**config.mk**
```make
export PLATFORM = sky130hd
export DESIGN_NAME = bidir_latreg_xcvr
export DESIGN_NICKNAME = d
export VERILOG_FILES = /design/src/rtl/bxr_pkg.sv /design/src/rtl/bxr_edge_sync.sv /design/src/rtl/bxr_lane.sv /design/src/rtl/bidir_latreg_xcvr.sv
export SDC_FILE = /design/constraint.sdc
export NUM_CORES = 1
export LEC_CHECK = 0
export ABC_AREA = 1
export BUFFER_PORTS_ARGS = -buffer_cell sky130_fd_sc_hd__clkbuf_2
export CAP_MARGIN = 5
export CORE_MARGIN = 4
export CORE_UTILIZATION = 50
export CTS_BUF_LIST = sky130_fd_sc_hd__clkbuf_8
export CTS_CLUSTER_DIAMETER = 50
export CTS_CLUSTER_SIZE = 20
export DETAILED_ROUTE_END_ITERATION = 8
export PLACE_DENSITY = 0.84
export RECOVER_POWER = 100
export SLEW_MARGIN = 10
export SYNTH_ARGS = -nofsm -noshare
export SYNTH_HDL_FRONTEND = slang
export SYNTH_SLANG_ARGS = --single-unit
```
**constraint.sdc**
```tcl
create_clock -name clk -period 1.56 [get_ports clk]
set_clock_uncertainty 0.15 [all_clocks]
set_input_delay 0.156 -clock clk [delete_from_list [all_inputs] [get_ports clk]]
set_output_delay 0.156 -clock clk [all_outputs]
set_load 0.05 [all_outputs]
```
**src/rtl/bxr_pkg.sv**
```systemverilog
package bxr_pkg;
   typedef struct packed {
      logic le;   // transparent when high
      logic cp;   // capture clock level (asynchronous)
      logic en;   // raw output-enable level, polarity set per lane
   } bxr_ctl_t;
endpackage

```
**src/rtl/bxr_edge_sync.sv**
```systemverilog
module bxr_edge_sync #(
   parameter int STAGES = 2
) (
   input  logic clk,
   input  logic rst_n,
   input  logic async_i,
   output logic rise_o
);
   logic [STAGES-1:0] chain;
   logic              last_q;

   if (STAGES < 2) begin : g_bad_stages
      $error("bxr_edge_sync: STAGES must be at least 2");
   end

   for (genvar g = 0; g < STAGES; g++) begin : g_stage
      if (g == 0) begin : g_first
         always_ff @(posedge clk) begin
            if (!rst_n) chain[g] <= 1'b0;
            else        chain[g] <= async_i;
         end
      end else begin : g_next
         always_ff @(posedge clk) begin
            if (!rst_n) chain[g] <= 1'b0;
            else        chain[g] <= chain[g-1];
         end
      end
   end

   always_ff @(posedge clk) begin
      if (!rst_n) last_q <= 1'b0;
      else        last_q <= chain[STAGES-1];
   end

   assign rise_o = chain[STAGES-1] & ~last_q;
endmodule

```
**src/rtl/bxr_lane.sv**
```systemverilog
module bxr_lane
   import bxr_pkg::*;
#(
   parameter int W             = 18,
   parameter int STAGES        = 2,
   parameter bit OE_ACTIVE_LOW = 1'b0
) (
   input  logic         clk,
   input  logic         rst_n,
   input  bxr_ctl_t     ctl,
   input  logic [W-1:0] din,
   output logic [W-1:0] dout,
   output logic         oe_o,
   output logic         rise_o
);
   logic [W-1:0] store_q;
   logic         en_lvl;
   logic         oe_q;

   if (W < 1) begin : g_bad_w
      $error("bxr_lane: W must be positive");
   end

   bxr_edge_sync #(.STAGES(STAGES)) u_sync (
      .clk     (clk),
      .rst_n   (rst_n),
      .async_i (ctl.cp),
      .rise_o  (rise_o)
   );

   // Storage tracks the input while transparent so a closing latch holds the last seen value.
   always_ff @(posedge clk) begin
      if (!rst_n)                 store_q <= '0;
      else if (ctl.le || rise_o)  store_q <= din;
   end

   assign dout = ctl.le ? din : store_q;

   if (OE_ACTIVE_LOW) begin : g_oe_low
      assign en_lvl = ~ctl.en;
   end else begin : g_oe_high
      assign en_lvl = ctl.en;
   end

   always_ff @(posedge clk) begin
      if (!rst_n) oe_q <= 1'b0;
      else        oe_q <= en_lvl;
   end

   assign oe_o = oe_q;
endmodule

```
**src/rtl/bidir_latreg_xcvr.sv**
```systemverilog
module bidir_latreg_xcvr
   import bxr_pkg::*;
#(
   parameter int DATA_W      = 18,
   parameter int SYNC_STAGES = 2
) (
   input  logic              clk,
   input  logic              rst_n,
   input  logic [DATA_W-1:0] a_in,
   input  logic [DATA_W-1:0] b_in,
   input  logic              ab_oe_i,
   input  logic              ab_le_i,
   input  logic              ab_clk_i,
   input  logic              ba_oe_n_i,
   input  logic              ba_le_i,
   input  logic              ba_clk_i,
   output logic [DATA_W-1:0] b_out,
   output logic              b_oe,
   output logic [DATA_W-1:0] a_out,
   output logic              a_oe
);
   bxr_ctl_t ab_ctl;
   bxr_ctl_t ba_ctl;
   logic     ab_rise;
   logic     ba_rise;

   assign ab_ctl = '{le: ab_le_i, cp: ab_clk_i, en: ab_oe_i};
   assign ba_ctl = '{le: ba_le_i, cp: ba_clk_i, en: ba_oe_n_i};

   bxr_lane #(.W(DATA_W), .STAGES(SYNC_STAGES), .OE_ACTIVE_LOW(1'b0)) u_ab (
      .clk    (clk),
      .rst_n  (rst_n),
      .ctl    (ab_ctl),
      .din    (a_in),
      .dout   (b_out),
      .oe_o   (b_oe),
      .rise_o (ab_rise)
   );

   bxr_lane #(.W(DATA_W), .STAGES(SYNC_STAGES), .OE_ACTIVE_LOW(1'b1)) u_ba (
      .clk    (clk),
      .rst_n  (rst_n),
      .ctl    (ba_ctl),
      .din    (b_in),
      .dout   (a_out),
      .oe_o   (a_oe),
      .rise_o (ba_rise)
   );
endmodule

```
==> flow_metrics.tcl <==
set metrics [dict create \
    antenna_found_initial 0 \
    ys_warn_count 0 \
    min_period_ns 1.55 \
    fin_ws_ns 0.00926 \
    cts_tree "built" \
    drc 0 \
    path_class "input pin to primary output" \
    pwr-share-comb 0.310 \
    grt_first_pass_wirelength_um 9040 \
    mostFrequentLayoutCell "nand2_1" \
    grtUsageTotal 0.209 \
    final_cell_mix "nand2_1, nor2_1, clkbuf_2, inv_1, dfxtp_1" \
    p_switching_uw 950 \
    finalMaxSlewViolations 0 \
    hold_ws_ns 0.0123 \
    max_freq_mhz 645 \
    max_stage_delay_ns 0.55 \
    h-tree-depth 2 \
    cp_slowest_cell "dlygate4sd3_1" \
    clock_latency_ns 0.28 \
    portBuffers 81 \
    synth_area_per_cell_um2 6.33 \
    io_pins 82 \
    worst_ep_required_time_ns 1.25 \
    vias 2347 \
    antenna_cells 0 \
    grt_pass1_vias 2181 \
    drive_above_1_share 0.197 \
    vdd_drop_max_uv 632 \
    drv_cap 0 \
    synth.distinct_cells 14 \
    synth_nets 385 \
    tightest_slew_ns 0.858 \
    overflow 0 \
    seqPwrFrac 0.440 \
    die_w_um 73.7 \
    crit_top_cell "clkbuf_2" \
    clock-sinks 44 \
    fillers 330 \
    synth.area.top_cells "dfxtp_1, nand2_1, nor2_1" \
    outcome "completed" \
    place_hpwl_um 3510 \
    cts.clk_slew.worst_paths_ns 0.07 \
    placed_area_mm2 0.00257 \
    wl_per_cell_um 11.0 \
    placedCellCount 457 \
    syn_area_mm2 0.00216 \
    design_area_mm2 0.00304 \
    timing.critical_path.cells "dlygate4sd3_1 -> clkbuf_2 -> nand2_1 -> o21ai_1 -> clkbuf_2" \
    cts-root-buf "clkbuf_8" \
    relSlewSlack 0.428 \
    totalWireLength_um 5500 \
    place_congestion 0.764 \
    clockPowerShare 0.250 \
    syn2layout_area_growth_pct 40.6 \
    layout.nets 494 \
    min_path_type "input pin to flop" \
    firstDrtPassIters 4 \
    synth_top_area_share 0.408 \
    end_kind "primary output" \
    p_leak_nw 1.60 \
    grt_start_max_net_pins 39 \
    core_area_mm2 0.00409 \
    finalHoldViolCount 0 \
    setup_viol 0 \
    switching_share 0.341 \
    synth_largest_area_cell "dfxtp_1" \
    cts_buffers 5 \
    place_ws_ns 0.296 \
    clock_path_buffers 2 \
    cp_data_arrival_time_ns 1.24 \
    ys_seq_elements 44 \
    die_h_um 73.7 \
    pwr_density_cell_mw_per_mm2 918 \
    internal_power_mw 1.84 \
    avgViaCountPerCell 4.68 \
    dr.first_iter.drc_count 166 \
    worstSetupStartpointType "input pin" \
    die_area_mm2 0.00543 \
    start_util 0.528 \
    yosysSeqAreaShare 0.408 \
    rows 23 \
    postRouteAntennaNets 0 \
    worstPathMaxFanout 2 \
    post-route-period-util 0.994 \
    layout.cells.non_filler 501 \
    netlist_instances 341 \
]
==> power groups by stage <==
stage / sequential, mW / combinational, mW / clock [mW]
6_report: 1.23 / 0.864 / 0.698
4_1_cts: 1.23 / 0.850 / 0.727
5_1_grt: 1.23 / 0.940 / 0.777
2_1_floorplan: 1.26 / 0.583 / 0
3_3_place_gp: 1.25 / 0.765 / 0
3_5_place_dp: 1.25 / 0.779 / 0
==> cell type report <==
| cell class | count | area, µm² | area share |
|---|---|---|---|
| multi-input cells | 228 | 957 | 0.315 |
| well taps | 50 | 62.6 | 0.0206 |
| clock buffers | 6 | 82.6 | 0.0272 |
| flip-flops and latches | 44 | 881 | 0.290 |
| repair buffers | 122 | 861 | 0.284 |
| clock inverters | 2 | 7.51 | 0.00247 |
| inverters | 49 | 184 | 0.0606 |
==> metrics by stage <==
stage	power [mW]	TNS [ns]	util
after floorplan	1.84	-4.58	-
after global placement	2.01	0	0.629
after detailed placement	2.03	0	0.629
after CTS	2.80	0	0.739
after global routing	2.95	-0.0139	0.743
final	2.79	0	0.743
==> worst paths after layout <==
kind                                            from                   end  slack (ns)  depth (start not counted)
worst max-delay path                        a_in[14]             b_out[14]       0.009                          5
worst min-delay path                        b_in[15]      u_ba.store_q[15]        0.01                          5
worst max register to register  u_ab.u_sync.chain[1]      u_ab.store_q[17]        0.16                          4
worst min register to register  u_ab.u_sync.chain[0]  u_ab.u_sync.chain[1]        0.27                          2
==> critical path, delay by kind of cell <==
kind / cells / cell delay, ns
AOI/OAI and AO/OA: 1 / 0.08
buffers and inverters: 3 / 0.96
and+or+nand+nor: 1 / 0.05
==> registers in the layout (all words and copies together) (netlist names) <==
register            flops
u_ba.u_sync.last_q      1
u_ab.u_sync.chain       2
u_ab.store_q           18
u_ab.u_sync.last_q      1
u_ba.store_q           18
u_ab.oe_o               1
u_ba.u_sync.chain       2
u_ba.oe_o               1
==> logic make-up after synthesis <==
| kind of cell | count (synthesis) | share of synthesized area |
|---|---|---|
| compound gates | 37 | 0.0910 |
| buf+inv | 69 | 0.147 |
| flops | 44 | 0.408 |
| simple gates | 191 | 0.354 |
==> metal layers <==
metal,global-route usage,vias to the layer above,share of wire
li1,-,1244,-
met1,0.232,1024,0.41
met2,0.390,68,0.52
met3,0.0328,11,0.050
met4,0.0885,0,0.018
met5,0,-,0
==> cells in the mapped netlist (all sizes together) <==
cell	number
clkbuf	2
nand2	87
a21oi	1
o21ai	36
nand3	31
buf	18
dfxtp	44
nor2	73
inv	49
==> repair_timing <==
action | in CTS | in global routing
hold buffers | 36 | 0
resized for setup | 0 | 32
hold endpoints to repair | 36 | 0
endpoints found under the setup margin | 0 | 18
setup buffers | 0 | 0
Note: power is estimated with default switching activity, not from simulation.
